**src/rtl/supply_sequencer.sv**
```systemverilog
module supply_sequencer #(
  parameter int RECOVER_CYC = 100000,
  parameter int SETTLE_CYC  = 16,
  parameter int CHECK_SEC   = 86400
) (
  input  logic clk,
  input  logic rst_n,
  input  logic vcc_ok_in,
  input  logic below_bat_in,
  input  logic bat_low_in,
  input  logic tick_1hz,
  output logic cs_gate,
  output logic ctl_clr,
  output logic bat_flag,
  output logic cmp_en
);
  localparam int CMAX = (RECOVER_CYC > SETTLE_CYC) ? RECOVER_CYC : SETTLE_CYC;
  localparam int CW   = $clog2(CMAX + 1);
  localparam int SW   = $clog2(CHECK_SEC + 1);

  typedef enum logic [2:0] {OFF, RECOVER, PU_TEST, SERVICE, PER_TEST} st_t;

  st_t           st;
  logic [2:0]    m1, m2;
  logic [CW-1:0] cnt;
  logic [SW-1:0] sec;
  logic          good, rec_last, test_last;

  assign good      = m2[0] & ~m2[1];
  assign rec_last  = (cnt == CW'(RECOVER_CYC - 1));
  assign test_last = (cnt == CW'(SETTLE_CYC - 1));

  assign cs_gate = (st == SERVICE) || (st == PER_TEST);
  assign cmp_en  = (st == PU_TEST) || (st == PER_TEST);
  assign ctl_clr = (st == RECOVER) && good && rec_last;

  always_ff @(posedge clk or negedge rst_n) begin
    if (!rst_n) begin
      m1 <= 3'b010;
      m2 <= 3'b010;
    end else begin
      m1 <= {bat_low_in, below_bat_in, vcc_ok_in};
      m2 <= m1;
    end
  end

  always_ff @(posedge clk or negedge rst_n) begin
    if (!rst_n) begin
      st       <= OFF;
      cnt      <= '0;
      sec      <= '0;
      bat_flag <= 1'b0;
    end else if (!good) begin
      st  <= OFF;
      cnt <= '0;
      sec <= '0;
    end else begin
      unique case (st)
        OFF: begin
          st  <= RECOVER;
          cnt <= '0;
        end
        RECOVER: begin
          if (rec_last) begin
            st  <= PU_TEST;
            cnt <= '0;
          end else begin
            cnt <= cnt + 1'b1;
          end
        end
        PU_TEST, PER_TEST: begin
          if (test_last) begin
            bat_flag <= m2[2];
            st       <= SERVICE;
            cnt      <= '0;
            sec      <= '0;
          end else begin
            cnt <= cnt + 1'b1;
          end
        end
        SERVICE: begin
          if (tick_1hz) begin
            if (sec == SW'(CHECK_SEC - 1)) begin
              sec <= '0;
              cnt <= '0;
              st  <= PER_TEST;
            end else begin
              sec <= sec + 1'b1;
            end
          end
        end
        default: st <= OFF;
      endcase
    end
  end
endmodule

```
**config.mk**
```make
export PLATFORM = sky130hd
export DESIGN_NAME = supply_sequencer
export DESIGN_NICKNAME = d
export VERILOG_FILES = /design/src/rtl/supply_sequencer.sv
export SDC_FILE = /design/constraint.sdc
export NUM_CORES = 1
export LEC_CHECK = 0
export ABC_AREA = 1
export BUFFER_PORTS_ARGS = -buffer_cell sky130_fd_sc_hd__buf_2
export CORE_ASPECT_RATIO = 1.25
export CORE_MARGIN = 1.5
export CORE_UTILIZATION = 60
export CTS_CLUSTER_DIAMETER = 150
export CTS_CLUSTER_SIZE = 8
export DETAILED_ROUTE_END_ITERATION = 8
export PLACE_DENSITY = 0.77
export SYNTH_ARGS = -nofsm -noshare
export SYNTH_HDL_FRONTEND = slang
export SYNTH_SLANG_ARGS = --single-unit
```
**constraint.sdc**
```tcl
create_clock -name clk -period 3 [get_ports clk]
set_clock_uncertainty 0.15 [all_clocks]
set_input_delay 0.3 -clock clk [delete_from_list [all_inputs] [get_ports clk]]
set_output_delay 0.3 -clock clk [all_outputs]
set_load 0.03 [all_outputs]
```
; After elaboration in Yosys (flattened, before gate mapping)
; Index checks and enable logic that the tools add are counted.
[classes]
mux = 17
eq_ne = 13
addsub = 2
n_bitwise = 2
n_reduce_logical = 10
[op_table]
columns = operator, n
row1 = 17-bit two-way mux, 9
row2 = 17-bit one-hot mux with 4 select lines, 1
row3 = 17-bit by 1-bit adder with 17-bit output (second input constant), 2
row4 = 17-bit == test (second input constant), 2
row5 = 17-bit one-hot mux with 2 select lines, 1
row6 = 17-bit by 4-bit == test with 1-bit output (second input constant), 1
row7 = 3-bit two-way mux, 5
row8 = 3-bit one-hot mux with 4 select lines, 1
row9 = 3-bit != test (second input constant), 3
row10 = 3-bit AND reduction, 3
row11 = 3-bit by 2-bit == test with 1-bit output (second input constant), 2
row12 = 5-bit by 1-bit != test with 1-bit output (second input constant), 1
row13 = 4-bit AND reduction, 1
row14 = 3-bit by 1-bit == test with 1-bit output (second input constant), 1
row15 = 3-bit == test (second input constant), 1
row16 = 3-bit logical NOT, 1
row17 = 3-bit by 1-bit != test with 1-bit output (second input constant), 1
row18 = 3-bit by 2-bit != test with 1-bit output (second input constant), 1
row19 = 1-bit logical AND, 2
row20 = 1-bit logical OR, 2
row21 = 2-bit OR reduction, 1
row22 = 1-bit bitwise AND, 1
row23 = 1-bit inverter, 1
[word_totals]
inputBits = 6
ff_bits = 44
out_inout_bits = 4

; Longest topological paths before layout
; Gate-level depths: netlist of the first run.
[logic_depth]
ltp_word = 5
depth_mapped = 11
ltp_nobuf = 11

; Worst setup path before layout of the first run
; Ideal clock, no wire load.
[synth_timing]
path_kind = register to output
from = reg cnt[0]
to = out ctl_clr
arrival_time_ns = 1.586
required_ns = 2.550
path_slack_ns = 0.964
path_stages_with_launch = 6
path_buffers = 0
path_cell_list = dfrtp_1 ha_1 nand2_1 nor2_1 nand3_1 nor3_1
[synth_via]
elab_chain_cells = 2
[synth_lines]
columns = element, line
row1 = start: declaration, 25  ; logic [CW-1:0] cnt;
row2 = start signal: assignment, 68  ; cnt <= cnt + 1'b1;
row3 = start signal: assignment, 78  ; cnt <= cnt + 1'b1;
row4 = 17-bit == test, 30  ; assign rec_last = (cnt == CW'(RECOVER_CYC - 1));
row5 = 1-bit logical AND, 35  ; assign ctl_clr = (st == RECOVER) && good && rec_last;
row6 = end: declaration, 13  ; output logic ctl_clr,
; No other way between the ends.

; Final worst setup path of the first run
; Ends and elaborated chain as after synthesis.

==> results.json, run 1 <==
{
  "yosysWarnings": 0,
  "cts_setup_buffers": 0,
  "rsz0062_at_grt": "no",
  "cp.required_ps": 2550,
  "worst_pin_slew_ps": 992,
  "yosys.area_share.simple": 0.438,
  "crit_slowest_cell": "dfrtp_1",
  "arrival_ps": 1860,
  "root_buffer": "clkbuf_8",
  "end_kind": "primary output",
  "slew_headroom": 0.338,
  "finalSetupTns_ps": 0,
  "synthCells": 469,
  "initial_core_util": 0.616,
  "synth_edf_count": 0,
  "drcViolationCount": 0,
  "yosysSeqAreaShare": 0.358,
  "min_path_type": "primary input to asynchronous set/reset pin",
  "synth_ff_type": "dfrtp_1",
  "cts.clk_slew.worst_paths_ps": 90,
  "muxShareOfSynthArea": 0,
  "fmax_mhz": 433,
  "vias_per_cell": 5.57,
  "antenna_found_initial": 0,
  "clockBufferDepth": 2,
  "ys_async_sr_fraction": 1.00,
  "final_cell_mix": "nand2_1 (152), nor2_1 (65), inv_1 (59)",
  "setup_viol_count_final": 0,
  "drive_above_1_share": 0.110,
  "h-tree-depth": 2,
  "place.gp.congestion": 0.971,
  "powerDensity_mw_per_mm2": 348,
  "io_pins": 10,
  "drt-initial-drc-count": 253,
  "dp_hpwl_um": 5560,
  "cts_sinks": 44,
  "synth_top_area_cell": "dfrtp_1",
  "ys_ff_latch": 44,
  "grt_pass1_vias": 2826,
  "grt_overflow": 0,
  "final_hold_viol_count": 0,
  "antenna-diode-count": 0,
  "synth_compound_area_frac": 0.0787,
  "synth_area_mm2": 0.00308,
  "crit_path_max_incr_delay_ps": 420,
  "ir_drop_mv": 0.242,
  "crit_chain": "ha_1 > nand2_1 > nor2_1 > nand3_1 > nor3_1 > buf_2",
  "grt_pass1_wl_um": 12700,
  "grt_max_degree": 45,
  "synth_top_family_by_area": "simple AND/OR/NAND/NOR gates",
  "fp-row-count": 29,
  "layout_commonest_cell": "nand2_1",
  "cts_resized": 0,
  "postSynthNetCount": 477,
  "slew_violations": 0,
  "start_kind": "flop",
  "path_max_fanout": 5,
  "dieArea_mm2": 0.00558,
  "synthXorXnorAreaFrac": 0.0142,
  "portBuffers": 9,
  "area_growth_pct": 6.74,
  "finalCritPeriodShare": 0.769,
  "wl_per_cell_um": 14.2,
  "routed_wl_um": 7690,
  "grtUsageTotal": 0.297,
  "nets": 488,
  "detail-route-antenna-nets": 0,
  "seqCellArea_mm2": 0.00110,
  "avgSynthCellArea_um2": 6.57,
  "routed-via-count": 3022,
  "clk_latency_ps": 310,
  "core_mm2": 0.00501,
  "yosys.area_share.adder": 0.00812,
  "synth_area_leaders": "dfrtp_1 (34%), nand2_1 (19%), nor2_1 (8.0%)",
  "yosysTopAreaCellShare": 0.341,
  "cap_violations": 0,
  "synth_cell_types": 34,
  "drt_pass1_iterations": 4,
  "cts-buffers-inserted": 5,
  "hold_slack_ps": 2.11,
  "outcome": "finished, final reports clean",
  "worstSetupPathType": "flop to primary output",
  "die_h_um": 83.1,
  "fin_crit_ps": 2310,
  "multi_input_area_mm2": 0.00167,
  "die_w_um": 67.1,
  "cts_tree": "done",
  "p_leak_uw": 0.00167,
  "nFillCells": 469
}
per-layer routing:
metal  global-route usage  wire (um)  part of all wire  vias up
li1                     -          -                 -     1512
met1                0.365       3160              0.41     1418
met2                0.494       4000              0.52       74
met3               0.0447        315             0.041       18
met4                0.150        214             0.028        0
met5                    0          0                 0        -
registers in the layout, summed over array words and instances (netlist names):
signal,count
cnt,17
m2,3
st,3
sec,17
m1,3
bat_flag,1
cell usage after synthesis (all sizes together) (2+ instances only):
cell type,count
nand2,159
o21bai,2
inv,65
nand3,47
o21ai,21
a31o,2
nand4,18
nor3,8
xor2,5
buf,9
dfrtp,42
nor2,73
o2111ai,6
ha,2
a21oi,4
dfstp,2
per-stage QoR:
stage	setup WS (ps)	power [uW]	instances	cell area (um^2)	utilization
after floorplan	964	663	469	3080	-
after global placement	872	688	532	3150	0.630
after detailed placement	838	691	532	3150	0.630
after CTS	706	1150	543	3290	0.657
after global routing	557	1190	543	3290	0.657
final	692	1140	543	3290	0.657
layout make-up:
class                      count  area share
timing repair buffer          14      0.0274
sequential                    44       0.335
multi-input combinational    350       0.506
tap                           62      0.0236
clock inverter                 2      0.0106
clock buffer                   6      0.0221
inverter                      65      0.0749
timing repair:
item,4_1_cts,5_1_grt
endpoints found under the setup margin,0,0
hold endpoints to repair,3,0
hold buffers,3,0
worst max-delay path: cells and delay by family, from the launching register on:
family	cells	cell delay, ps
buf+inv	1	220
simple gates	4	720
flops	1	420
fa+ha+maj	1	190
power breakdown:
group          leakage (uW)  internal, uW  switching, uW  total [uW]
combinational       0.00102          17.4           59.5        76.9
sequential         0.000598           600           4.50         604
clock             0.0000552           247            215         463
total               0.00167           865            279        1140
logic make-up after synthesis:
logic type | count (synthesis)
flip-flops | 44
XOR/XNOR | 5
adder cells (fa/ha/maj) | 2
buffers and inverters | 75
AND/OR/NAND/NOR | 306
AO/OA/AOI/OAI | 37
path summary, 6_finish.rpt:
kind	startpoint	end	slack, ps	cells after the start
min in group clk	m1[1]	m2[1]	210	0
max	cnt[0]	ctl_clr	690	6
max reg2reg	cnt[0]	sec[0]	810	9
min	rst_n	cnt[1]	2	1
min reg2reg	m1[1]	m2[1]	210	0
max in group asynchronous	rst_n	cnt[9]	2090	1
No activity file was read; power rests on OpenSTA's default activity.
==> run 2: changes to the inputs <==
- ABC_AREA: 1 -> 0
- CORE_UTILIZATION: 60 -> 55
- PLACE_DENSITY: 0.77 -> 0.75
- clock period: 3 -> 1.9 ns (I/O delays scaled with it)
==> results.json, run 2 <==
{
  "clk_latency_ps": 300,
  "slew_violations": 0,
  "grt_overflow": 0,
  "place.gp.congestion": 0.843,
  "io_pins": 10,
  "cap_violations": 0,
  "clockBufferDepth": 2,
  "synth_area_leaders": "dfrtp_1 (44%), o21ai_0 (4.7%), nand2_1 (4.6%)",
  "synthCells": 260,
  "synth_ff_type": "dfrtp_1",
  "portBuffers": 9,
  "grtUsageTotal": 0.288,
  "antenna_found_initial": 0,
  "routed-via-count": 2343,
  "finalCritPeriodShare": 1.33,
  "ys_async_sr_fraction": 1.00,
  "p_leak_uw": 0.00149,
  "p_total_uw": 1820,
  "synth.most_common_cell": "dfrtp_1",
  "core_mm2": 0.00410,
  "final_hold_viol_count": 0,
  "cp.required_ps": 1990,
  "synth_area_mm2": 0.00237,
  "worst_pin_slew_ps": 517,
  "drcViolationCount": 0,
  "crit_chain": "or4_1 > or4_4 > nor4_4 > a21oi_2 > or4_1 > nand3_1",
  "ir_drop_mv": 0.495,
  "yosysSeqAreaShare": 0.466,
  "fmax_mhz": 396,
  "powerDensity_mw_per_mm2": 554,
  "fp-row-count": 26,
  "top_regs": "cnt (17), sec (17)",
  "nets": 351,
  "outcome": "finished with violations",
  "wl_per_cell_um": 15.5,
  "path_max_fanout": 3,
  "vias_per_cell": 5.86,
  "synth_top_area_cell": "dfrtp_1",
  "cp_common_cell": "or4_1",
  "initial_core_util": 0.577,
  "final_cell_mix": "buf_4 (70), dfrtp_1 (42), nand2_1 (26)",
  "drt_pass1_iterations": 4,
  "start_kind": "flop",
  "fin_ws_ps": -627,
  "area_growth_pct": 38.8,
  "yosysWarnings": 0,
  "drive_above_1_share": 0.352,
  "yosysTopAreaCellShare": 0.444,
  "dp_hpwl_um": 4320,
  "cts_sinks": 44,
  "synth_edf_count": 0,
  "setup_viol_count_final": 39,
  "arrival_ps": 2620,
  "dieArea_mm2": 0.00471,
  "die_h_um": 76.3,
  "cts_tree": "done",
  "synth_cell_types": 44,
  "crit_path_max_incr_delay_ps": 530,
  "synth_common_cells": "dfrtp_1 (42), nand2_1 (29), o21ai_0 (22)",
  "min_path_type": "primary input to flop",
  "grt_max_degree": 24,
  "layout_commonest_cell": "buf_4",
  "routed_wl_um": 6200,
  "h-tree-depth": 2,
  "worstSetupPathType": "flop to flop",
  "critical_path_buf_inv_count": 0,
  "hold_slack_ps": 115,
  "drt-initial-drc-count": 131,
  "ys_ff_latch": 44,
  "die_w_um": 61.7,
  "violations": "setup timing",
  "cts-buffers-inserted": 5,
  "grt_pass1_wl_um": 10300,
  "root_buffer": "clkbuf_8",
  "nFillCells": 273,
  "rsz0062_at_grt": "yes",
  "cts.clk_slew.worst_paths_ps": 80,
  "critPathTopFamily": "simple AND/OR/NAND/NOR gates",
  "crit_slowest_cell": "or4_1",
  "end_kind": "flop",
  "antenna-diode-count": 0,
  "fin_crit_ps": 2530,
  "avgSynthCellArea_um2": 9.10,
  "detail-route-antenna-nets": 0,
  "postSynthNetCount": 268,
  "grt_pass1_vias": 2380,
  "slew_headroom": 0.655
}
[run 2: changes by cell type in the layout (fill, tap and decap cells not counted), sizes merged, moves of 11 or more]
cell,change
nor2,-55
o31ai,+11
nand2,-130
nand4,-14
a31oi,+13
nand3,-28
inv,-59
buf,+74
[run 2: worst reg2reg max path: stages, from the launching register on]
cell and delay [ps]:
dfrtp_1 370, or4_1 530, or4_4 440, nor4_4 300, a21oi_2 120, or4_1 480
nand3_1 80
[run 2: worst paths after layout]
kind                       startpoint       to  slack [ps]  cells after the start
max                            cnt[9]   sec[6]        -630                      6
min in group asynchronous       rst_n  sec[12]         230                      2
min reg2reg                     m1[0]    m2[0]         210                      0
max reg2reg                    cnt[9]   sec[6]        -630                      6
min                          tick_1hz    st[0]         110                      4
max in group asynchronous       rst_n    st[0]         790                      3
[run 2: stage by stage]
stage / setup TNS [ps] / cells / instance area [um^2] / setup slack [ps] / util
3_3_place_gp: -20150 / 377 / 2970 / -574 / 0.724
5_1_grt: -25670 / 400 / 3280 / -718 / 0.801
3_5_place_dp: -22030 / 377 / 2970 / -631 / 0.724
2_1_floorplan: -21160 / 260 / 2430 / -703 / -
4_1_cts: -21800 / 394 / 3200 / -621 / 0.780
6_report: -21720 / 400 / 3280 / -627 / 0.801
[run 2: per-layer routing]
metal	GRT usage	up-vias	wire [um]
met5	0	-	0
met4	0.126	0	177
met3	0.0662	19	162
met2	0.506	50	3410
met1	0.311	1152	2450
li1	-	1122	-
[run 2: cells by family (layout without fill, tap and decap cells)]
family,after synthesis,count (layout),share of synthesized area
flip-flops,44,44,0.466
AO/OA/AOI/OAI,76,76,0.206
buffers and inverters,19,103,0.0338
adder cells (fa/ha/maj),2,2,0.0106
multiplexers,2,2,0.00899
AND/OR/NAND/NOR,110,110,0.249
XOR/XNOR,7,7,0.0259
[run 2: timing repair]
item / CTS / global route
hold buffers: 4 / 0
gates cloned: 0 / 0
setup endpoints to repair: 39 / 39
pin swaps: 7 / 5
buffers inserted: 6 / 6
gates resized for setup: 14 / 18
endpoints found under the hold margin: 22 / 0
[run 2: layout make-up]
cell class / instances / area (um^2) / share of cell area
Clock buffer: 5 / 68.8 / 0.0210
Clock inverter: 3 / 42.5 / 0.0130
Inverter: 6 / 25.0 / 0.00762
Multi-Input combinational cell: 197 / 1280 / 0.390
Sequential cell: 44 / 1100 / 0.336
Tap cell: 56 / 70.1 / 0.0213
Timing Repair Buffer: 89 / 693 / 0.211
[run 2: report_power, final]
| part | internal [uW] | total (uW) | switching (uW) |
|---|---|---|---|
| clock | 389 | 721 | 331 |
| sequential | 956 | 966 | 10.1 |
| combinational | 65.0 | 134 | 68.6 |
